**src/rtl/mpg_pkg.sv**
```systemverilog
// Shared types for the memory partitioner.
// Assumes: nothing beyond IEEE 1800-2017.
package mpg_pkg;

    typedef enum logic [1:0] {
        PH_IDLE  = 2'd0,
        PH_ISSUE = 2'd1,
        PH_RESP  = 2'd2
    } mpg_phase_e;

    typedef enum logic [1:0] {
        V_PASS     = 2'd0,
        V_SEC_DENY = 2'd1,
        V_RANGE    = 2'd2
    } mpg_verdict_e;

endpackage

```
**src/rtl/mpg_bound_reg.sv**
```systemverilog
// Holds the secure-region size used by the access check.
// The register loads the size input only when told to by the sequencer,
// which only happens between transactions.
// Assumes: synchronous active-low reset.
module mpg_bound_reg #(
    parameter int SIZE_W      = 10,
    parameter int RESET_PAGES = 512
) (
    input  logic              clk,
    input  logic              rst_n,
    input  logic              load,
    input  logic [SIZE_W-1:0] size_in,
    output logic [SIZE_W-1:0] size_q
);

    // Boundary register: reset to a safe value, reload when idle.
    always_ff @(posedge clk) begin
        if (!rst_n) begin
            size_q <= SIZE_W'(RESET_PAGES);
        end else if (load) begin
            size_q <= size_in;
        end
    end

endmodule

```
**src/rtl/mpg_access_check.sv**
```systemverilog
// Combinational verdict for one request.
// The page number is the address divided by the page size. A page below
// size_q is secure-only. A page beyond the space is out of range.
// Assumes: the size value counts pages from the bottom of the space.
module mpg_access_check
    import mpg_pkg::*;
#(
    parameter int ADDR_W      = 22,
    parameter int PAGE_BITS   = 12,
    parameter int SPACE_PAGES = 512,
    parameter int SIZE_W      = 10
) (
    input  logic [ADDR_W-1:0] addr,
    input  logic              nonsec,
    input  logic [SIZE_W-1:0] size_q,
    output mpg_verdict_e      verdict
);

    localparam int PAGE_IDX_W  = ADDR_W - PAGE_BITS;
    localparam int SPACE_IDX_W = $clog2(SPACE_PAGES);
    localparam int CMP_W       = (PAGE_IDX_W > SIZE_W) ? PAGE_IDX_W : SIZE_W;

    logic [CMP_W-1:0] page_x;
    logic [CMP_W-1:0] size_x;
    logic             in_secure;
    logic             out_of_range;

    // Widen both operands to one compare width.
    always_comb begin
        page_x    = CMP_W'(addr[ADDR_W-1:PAGE_BITS]);
        size_x    = CMP_W'(size_q);
        in_secure = (page_x < size_x);
    end

    // Range check exists only when the address can exceed the space.
    generate
        if (PAGE_IDX_W > SPACE_IDX_W) begin : g_range
            always_comb out_of_range = (page_x >= CMP_W'(SPACE_PAGES));
        end else begin : g_norange
            always_comb out_of_range = 1'b0;
        end
    endgenerate

    // Range failure takes priority over protection failure.
    always_comb begin
        if (out_of_range) begin
            verdict = V_RANGE;
        end else if (nonsec && in_secure) begin
            verdict = V_SEC_DENY;
        end else begin
            verdict = V_PASS;
        end
    end

endmodule

```
**src/rtl/mpg_sequencer.sv**
```systemverilog
// Transaction sequencer: accepts one request at a time. It forwards
// permitted requests to the memory for one cycle and then gives a single
// response cycle. Blocked requests go straight to an error response.
// Assumes: memory read data is valid the cycle after the strobe and the
// response is never stalled.
module mpg_sequencer
    import mpg_pkg::*;
#(
    parameter int MEM_AW = 21,
    parameter int DATA_W = 32
) (
    input  logic              clk,
    input  logic              rst_n,
    input  logic              req_valid,
    input  logic              req_write,
    input  logic [MEM_AW-1:0] req_addr_lo,
    input  logic [DATA_W-1:0] req_wdata,
    input  mpg_verdict_e      verdict,
    output logic              req_ready,
    output logic              cfg_load,
    output logic              mem_req,
    output logic              mem_write,
    output logic [MEM_AW-1:0] mem_addr,
    output logic [DATA_W-1:0] mem_wdata,
    input  logic [DATA_W-1:0] mem_rdata,
    output logic              rsp_valid,
    output logic              rsp_err,
    output logic [DATA_W-1:0] rsp_rdata
);

    mpg_phase_e        ph_q;
    logic              wr_q;
    logic              err_q;
    logic [MEM_AW-1:0] addr_q;
    logic [DATA_W-1:0] wdata_q;
    logic              accept;

    // Handshake and boundary-load decode.
    always_comb begin
        req_ready = (ph_q == PH_IDLE);
        accept    = req_ready && req_valid;
        cfg_load  = req_ready && !req_valid;
    end

    // Phase register.
    always_ff @(posedge clk) begin
        if (!rst_n) begin
            ph_q <= PH_IDLE;
        end else begin
            unique case (ph_q)
                PH_IDLE:  if (accept) ph_q <= (verdict == V_PASS) ? PH_ISSUE : PH_RESP;
                PH_ISSUE: ph_q <= PH_RESP;
                PH_RESP:  ph_q <= PH_IDLE;
                default:  ph_q <= PH_IDLE;
            endcase
        end
    end

    // Request capture at acceptance.
    always_ff @(posedge clk) begin
        if (!rst_n) begin
            wr_q    <= 1'b0;
            err_q   <= 1'b0;
            addr_q  <= '0;
            wdata_q <= '0;
        end else if (accept) begin
            wr_q    <= req_write;
            err_q   <= (verdict != V_PASS);
            addr_q  <= req_addr_lo;
            wdata_q <= req_wdata;
        end
    end

    // Memory-side drive from the captured request.
    always_comb begin
        mem_req   = (ph_q == PH_ISSUE);
        mem_write = mem_req && wr_q;
        mem_addr  = addr_q;
        mem_wdata = wdata_q;
    end

    // Response drive: data only for a forwarded read.
    always_comb begin
        rsp_valid = (ph_q == PH_RESP);
        rsp_err   = rsp_valid && err_q;
        rsp_rdata = (rsp_valid && !err_q && !wr_q) ? mem_rdata : '0;
    end

endmodule

```
**src/rtl/mem_partition_guard.sv**
```systemverilog
// Top of the secure/non-secure memory partitioner.
// It connects the boundary register, the access check and the sequencer.
// Assumes: a single boundary, secure part at low addresses, page-aligned.
module mem_partition_guard
    import mpg_pkg::*;
#(
    parameter int  ADDR_W      = 22,
    parameter int  DATA_W      = 32,
    parameter int  PAGE_BITS   = 12,
    parameter int  SPACE_PAGES = 512,
    parameter int  RESET_PAGES = SPACE_PAGES,
    localparam int SIZE_W      = $clog2(SPACE_PAGES) + 1,
    localparam int MEM_AW      = $clog2(SPACE_PAGES) + PAGE_BITS
) (
    input  logic              clk,
    input  logic              rst_n,
    input  logic [SIZE_W-1:0] sec_pages,
    input  logic              req_valid,
    output logic              req_ready,
    input  logic              req_write,
    input  logic              req_nonsec,
    input  logic [ADDR_W-1:0] req_addr,
    input  logic [DATA_W-1:0] req_wdata,
    output logic              rsp_valid,
    output logic              rsp_err,
    output logic [DATA_W-1:0] rsp_rdata,
    output logic              mem_req,
    output logic              mem_write,
    output logic [MEM_AW-1:0] mem_addr,
    output logic [DATA_W-1:0] mem_wdata,
    input  logic [DATA_W-1:0] mem_rdata
);

    logic [SIZE_W-1:0] size_q;
    logic              cfg_load;
    mpg_verdict_e      verdict;

    mpg_bound_reg #(
        .SIZE_W      (SIZE_W),
        .RESET_PAGES (RESET_PAGES)
    ) u_bound (
        .clk     (clk),
        .rst_n   (rst_n),
        .load    (cfg_load),
        .size_in (sec_pages),
        .size_q  (size_q)
    );

    mpg_access_check #(
        .ADDR_W      (ADDR_W),
        .PAGE_BITS   (PAGE_BITS),
        .SPACE_PAGES (SPACE_PAGES),
        .SIZE_W      (SIZE_W)
    ) u_check (
        .addr    (req_addr),
        .nonsec  (req_nonsec),
        .size_q  (size_q),
        .verdict (verdict)
    );

    mpg_sequencer #(
        .MEM_AW (MEM_AW),
        .DATA_W (DATA_W)
    ) u_seq (
        .clk         (clk),
        .rst_n       (rst_n),
        .req_valid   (req_valid),
        .req_write   (req_write),
        .req_addr_lo (req_addr[MEM_AW-1:0]),
        .req_wdata   (req_wdata),
        .verdict     (verdict),
        .req_ready   (req_ready),
        .cfg_load    (cfg_load),
        .mem_req     (mem_req),
        .mem_write   (mem_write),
        .mem_addr    (mem_addr),
        .mem_wdata   (mem_wdata),
        .mem_rdata   (mem_rdata),
        .rsp_valid   (rsp_valid),
        .rsp_err     (rsp_err),
        .rsp_rdata   (rsp_rdata)
    );

endmodule

```
**config.mk**
```make
export PLATFORM = sky130hd
export DESIGN_NAME = mem_partition_guard
export DESIGN_NICKNAME = d
export VERILOG_FILES = /design/src/rtl/mpg_pkg.sv /design/src/rtl/mpg_bound_reg.sv /design/src/rtl/mpg_access_check.sv /design/src/rtl/mpg_sequencer.sv /design/src/rtl/mem_partition_guard.sv
export SDC_FILE = /design/constraint.sdc
export NUM_CORES = 1
export LEC_CHECK = 0
export ABC_CLOCK_PERIOD_IN_PS = 1400
export BUFFER_PORTS_ARGS = -buffer_cell sky130_fd_sc_hd__buf_2
export CAP_MARGIN = 20
export CELL_PAD_IN_SITES_DETAIL_PLACEMENT = 0
export CELL_PAD_IN_SITES_GLOBAL_PLACEMENT = 1
export CORE_MARGIN = 8
export CORE_UTILIZATION = 26
export CTS_CLUSTER_DIAMETER = 200
export CTS_CLUSTER_SIZE = 28
export DETAILED_ROUTE_END_ITERATION = 8
export MAX_ROUTING_LAYER = met4
export PLACE_DENSITY = 0.71
export SYNTH_ARGS = -nofsm -noshare
export SYNTH_HDL_FRONTEND = slang
export SYNTH_SLANG_ARGS = --single-unit
```
**constraint.sdc**
```tcl
create_clock -name clk -period 1.4 [get_ports clk]
set_input_delay 0 -clock clk [delete_from_list [all_inputs] [get_ports clk]]
set_output_delay 0 -clock clk [all_outputs]
set_load 0.1 [all_outputs]
```
Yosys cells after proc, flatten, opt, wreduce, memory -nomap -nowiden
Cells that the tools add are included.
{"block": "totals", "ff_bits": 67, "output_inout_bits": 90, "wordCells": 30}
{"block": "op_classes", "order_cmp": 2, "eq_ne": 3, "mux": 6, "n_reduce_logical": 13}
{"op": "two-way mux 32 bit", "count": 1}
{"op": ">= comparator 10 bit (second input constant)", "count": 1}
{"op": "less-than comparator 10 bit", "count": 1}
{"op": "logical AND 1 bit", "count": 7}
{"op": "two-way mux 2 bit", "count": 3}
{"op": "logical NOT 2 bit", "count": 2}
{"op": "one-hot mux 2 bit (2 select lines)", "count": 1}
{"op": "logical NOT 1 bit", "count": 3}
{"op": "equality test 2 x 1 -> 1 bit (second input constant)", "count": 1}
{"op": "equality test 2 bit (second input constant)", "count": 1}
{"op": "!= test 2 x 1 -> 1 bit (second input constant)", "count": 1}
{"op": "nonzero test 2 bit", "count": 1}
{"op": "two-way mux 1 bit", "count": 1}

Depth between registers and ports, before layout
{"block": "logic_depth", "depth_word": 8, "mapped_depth": 7, "mapped_depth_nobuf": 7}

Cells and area by module
Synthesis repeated with hierarchy kept, for this count alone.
{"block": "hier_totals", "hier_cells": 353, "hier_area_um2": 3155.5}
{"mod": "mpg_sequencer", "instances": 1, "cells_each": 289, "area_per_inst_um2": 2531.2}
{"mod": "mpg_bound_reg", "instances": 1, "cells_each": 31, "area_per_inst_um2": 371.6}
{"mod": "mpg_access_check", "instances": 1, "cells_each": 33, "area_per_inst_um2": 252.7}

Least setup slack after synthesis
No wires, ideal clock.
{"block": "synth_timing", "path_type": "register to output", "from": "register u_seq.ph_q[1]", "to": "output rsp_rdata[10]", "t_arrival_ns": 2.266, "slack_ns": -0.866, "path_stages_with_launch": 5, "path_buffers": 1, "path_cell_list": "dfxtp_1 nor2b_4 nor3b_4 clkbuf_2 and2_1"}
{"block": "synth_via", "elab_chain_cells": 4}
{"element": "start: declaration", "line_no": "mpg_sequencer.sv:31", "text": "mpg_phase_e ph_q;"}
{"element": "start signal: assignment", "line_no": "mpg_sequencer.sv:51", "text": "PH_IDLE: if (accept) ph_q <= (verdict == V_PASS) ? PH_ISSUE : PH_RESP;"}
{"element": "equality test 2 bit", "line_no": "mpg_sequencer.sv:84", "text": "rsp_valid = (ph_q == PH_RESP);"}
{"element": "via rsp_valid", "line_no": "mem_partition_guard.sv:24", "text": "output logic rsp_valid,"}
{"element": "logical AND 1 bit (2 in a row)", "line_no": "mpg_sequencer.sv:86", "text": "rsp_rdata = (rsp_valid && !err_q && !wr_q) ? mem_rdata : '0;"}
{"element": "two-way mux 32 bit", "line_no": "mpg_sequencer.sv:86"}
{"element": "end: declaration", "line_no": "mem_partition_guard.sv:26", "text": "output logic [DATA_W-1:0] rsp_rdata,"}
The timed path passes the listed nets, and every way through them passes these cells.

Worst setup path after layout
{"block": "layout_timing", "from": "register u_seq.ph_q[0]", "to": "output rsp_rdata[6]"}
{"block": "layout_via", "elab_chain_cells": 4}
{"element": "equality test 2 bit", "line_no": "mpg_sequencer.sv:84"}
{"element": "logical AND 1 bit (2 in a row)", "line_no": "mpg_sequencer.sv:86"}
{"element": "two-way mux 32 bit", "line_no": "mpg_sequencer.sv:86"}
No other way between the ends.

==> impl_metrics.toml <==
[run_status]
outcome = "finished, violations left"
failed_checks = "setup timing"

[yosys]
synth-edff-count = 0
netlist_area_mm2 = 0.00302
ys_top_cells_by_area = "dfxtp_1 44%, nand2_1 16%, a21boi_0 14%, and2_2 5.5%, ha_1 3.7%"
yosysTopAreaCellShare_pct = 44.4
ys_warn_count = 0
synth_top_area_cell = "dfxtp_1"
avgSynthCellArea_um2 = 8.37
syn_inst = 361
netlist_top_cells_count = "128 x nand2_1, 67 x dfxtp_1, 55 x a21boi_0"
yosys_register_bits = 67
synth-seq-area-share_pct = 44.4
synthArstFlopShare_pct = 0
ys_types = 32
syn_nets = 471
ys_dominant_reg_cell = "dfxtp_1"
yosysMostFrequentCell = "nand2_1"

[pwr]
clockPowerShare_pct = 33.1
p_int_mw = 4.42
switching_share_pct = 37.5
power.density_mw_per_mm2 = 1180
switching_power_mw = 2.65
combPwrFrac_pct = 36.9
ir_worst_vdd_v = 0.000879
seqPwrFrac_pct = 30.0
p_leak_nw = 2.72

[grt]
gr-total-overflow = 0
grt_use_total_pct = 16.1
first_global_vias = 3566
antenna_found_initial = 0
grt_max_degree = 40
grt_first_pass_wirelength_mm = 18.4

[layout]
final_util_pct = 52.4
fin_area_mm2 = 0.00596
area_growth_pct = 97.3
antenna_cells = 0
layout-drive-gt1-share_pct = 46.6
nets = 732

[timing]
worst_pin_slew_ns = 0.510
max-slew-margin-rel_pct = 66.2
finalHoldViolCount = 0
fmax_mhz = 611
rsz0062_at_grt = "yes"
layout_setup_ws_ns = -0.238
slew_violations = 0
fin_tns_setup_ns = -7.19
fin_crit_sh_pct = 117
clock_skew_ns = 0.00517
setup_viol = 34
fin_crit_ns = 1.64

[die]
fp.dieH_um = 124
io_pins = 191
rows = 39
initial_core_util_pct = 26.6
die_w_um = 124
core_mm2 = 0.0114
design.die.area_mm2 = 0.0153

[worst_hold_path]
min-delay-start = "rst_n"
hold_end = "u_seq.ph_q[0]"
hold_class = "input port to flop"
worstHoldPathCells = 3

[route]
wl_per_cell_um = 16.4
drtPass1Iterations = 4
drc_errors = 0
vias_per_cell = 4.48
wl_mm = 12.6
via_count = 3452
ant_nets = 0
drtIter0Drc = 172

[setup_path]
reg2reg_slack_ns = -0.07
cp-end-kind = "primary output"
critPathArrivalTime_ns = 1.64
r2r_end = "u_seq.err_q"
cp_max_fo = 16
cp-start-kind = "flop"
worst_r2r_path_depth = 7
crit_required_ns = 1.40
timing.rr.start = "u_bound.size_q[7]"
crit_type = "flop to primary output"

[clocking]
cts_buffers = 9
max-clock-path-buffers = 2
clock-sinks = 67
cts_tree = "done"
cts_root_buffer = "clkbuf_16"
clk_pin_slew_ns = 0.05
clk_latency_ns = 0.32
cts_max_level = 3

[placed_design]
gp_congestion = 0.955
hpwl_mm = 9.01
portBuffers = 190
postPlaceCellArea_mm2 = 0.00478

[job]
cap_violations = 0
[area by class of cell]
class / count / area [um^2]
clock inverters: 4 / 47.5
inverters: 10 / 37.5
well taps: 143 / 179
clock buffers: 12 / 267
multi-input cells: 261 / 1690
repair buffers: 273 / 2390
fillers: 1030 / 5410
flip-flops and latches: 67 / 1360
[how the worst max path moves through the flow]
stage                      start            end  slack (ns)  cells after the start
2_1_floorplan      u_seq.ph_q[1]  rsp_rdata[10]       -0.38                      4
3_3_place_gp   u_bound.size_q[4]    u_seq.err_q       -0.10                      6
3_5_place_dp   u_bound.size_q[4]    u_seq.err_q       -0.13                      6
4_1_cts            u_seq.ph_q[1]   rsp_rdata[6]       -0.26                      6
5_1_grt            u_seq.ph_q[1]  rsp_rdata[21]       -0.32                      6
6_report           u_seq.ph_q[0]   rsp_rdata[6]       -0.24                      6
[flip-flops by register name, summed over array words and instances (netlist names)]
name	cells
u_seq.mem_addr	21
u_seq.err_q	1
u_seq.wr_q	1
u_bound.size_q	10
u_seq.mem_wdata	32
u_seq.ph_q	2
[critical path, stage by stage (launching register included)]
cell and delay (ns):
dfxtp_4 0.37, nor2b_4 0.12, nor3b_4 0.19, buf_6 0.15, buf_12 0.14, and2_4 0.17, buf_12 0.17
[cells by family (layout without fill, tap and decap cells)]
| kind of cell | after synthesis | in the layout | synth area share, % |
|---|---|---|---|
| simple gates | 178 | 178 | 27.9 |
| buf+inv | 33 | 299 | 5.80 |
| compound gates | 74 | 74 | 18.2 |
| fa+ha+maj | 9 | 9 | 3.73 |
| flops | 67 | 67 | 44.4 |
[placed cells by master, fill, tap and decap left out, types with 2 or more instances in the layout]
cell	synthesis	layout
nand4_1	2	2
buf_2	8	153
a21boi_1	8	53
ha_1	9	2
and2_4	0	34
dlygate4sd3_1	0	66
nor3_1	3	2
a21oi_2	0	3
dfxtp_1	67	59
a21boi_0	55	10
o31a_1	2	2
buf_12	0	41
ha_4	0	7
dfxtp_2	0	6
inv_2	0	7
buf_4	0	10
clkbuf_8	0	3
dfxtp_4	0	2
clkbuf_16	0	10
inv_1	10	3
clkinv_2	0	2
nand2_1	128	128
[metal layers]
layer,vias up,track usage [%],routed length (um),share of wire (%)
li1,1686,-,-,-
met1,1584,16.2,4630,37
met2,163,28.6,6440,51
met3,19,3.94,1220,9.6
met4,0,7.83,337,2.7
met5,-,-,0,0
[power by group through the flow]
stage                     Sequential [mW]  Clock [mW]  Combinational (mW)
after detailed placement             2.16           0                2.35
final                                2.12        2.34                2.60
after floorplan                      2.92           0               0.916
after CTS                            2.12        2.41                2.56
after global placement               2.16           0                2.33
after global routing                 2.14        2.48                2.72
[metrics by stage]
step | setup slack [ns] | power (mW) | std cells | hold slack (ns)
after floorplan | -0.383 | 3.84 | 361 | 0.0696
after global placement | -0.102 | 4.48 | 682 | 0.234
after detailed placement | -0.129 | 4.51 | 682 | 0.241
after CTS | -0.262 | 7.09 | 768 | 0.0447
after global routing | -0.325 | 7.35 | 770 | 0.0588
final | -0.238 | 7.06 | 770 | 0.0582
[timing repair]
item | in CTS | in global routing
cloned | 1 | 1
pin swaps | 4 | 3
hold buffers | 66 | 0
endpoints found under the hold margin | 66 | 0
buffers inserted | 3 | 1
setup endpoints to repair | 35 | 54
resized for setup | 16 | 13
Note: power is estimated with default switching activity, not from simulation.
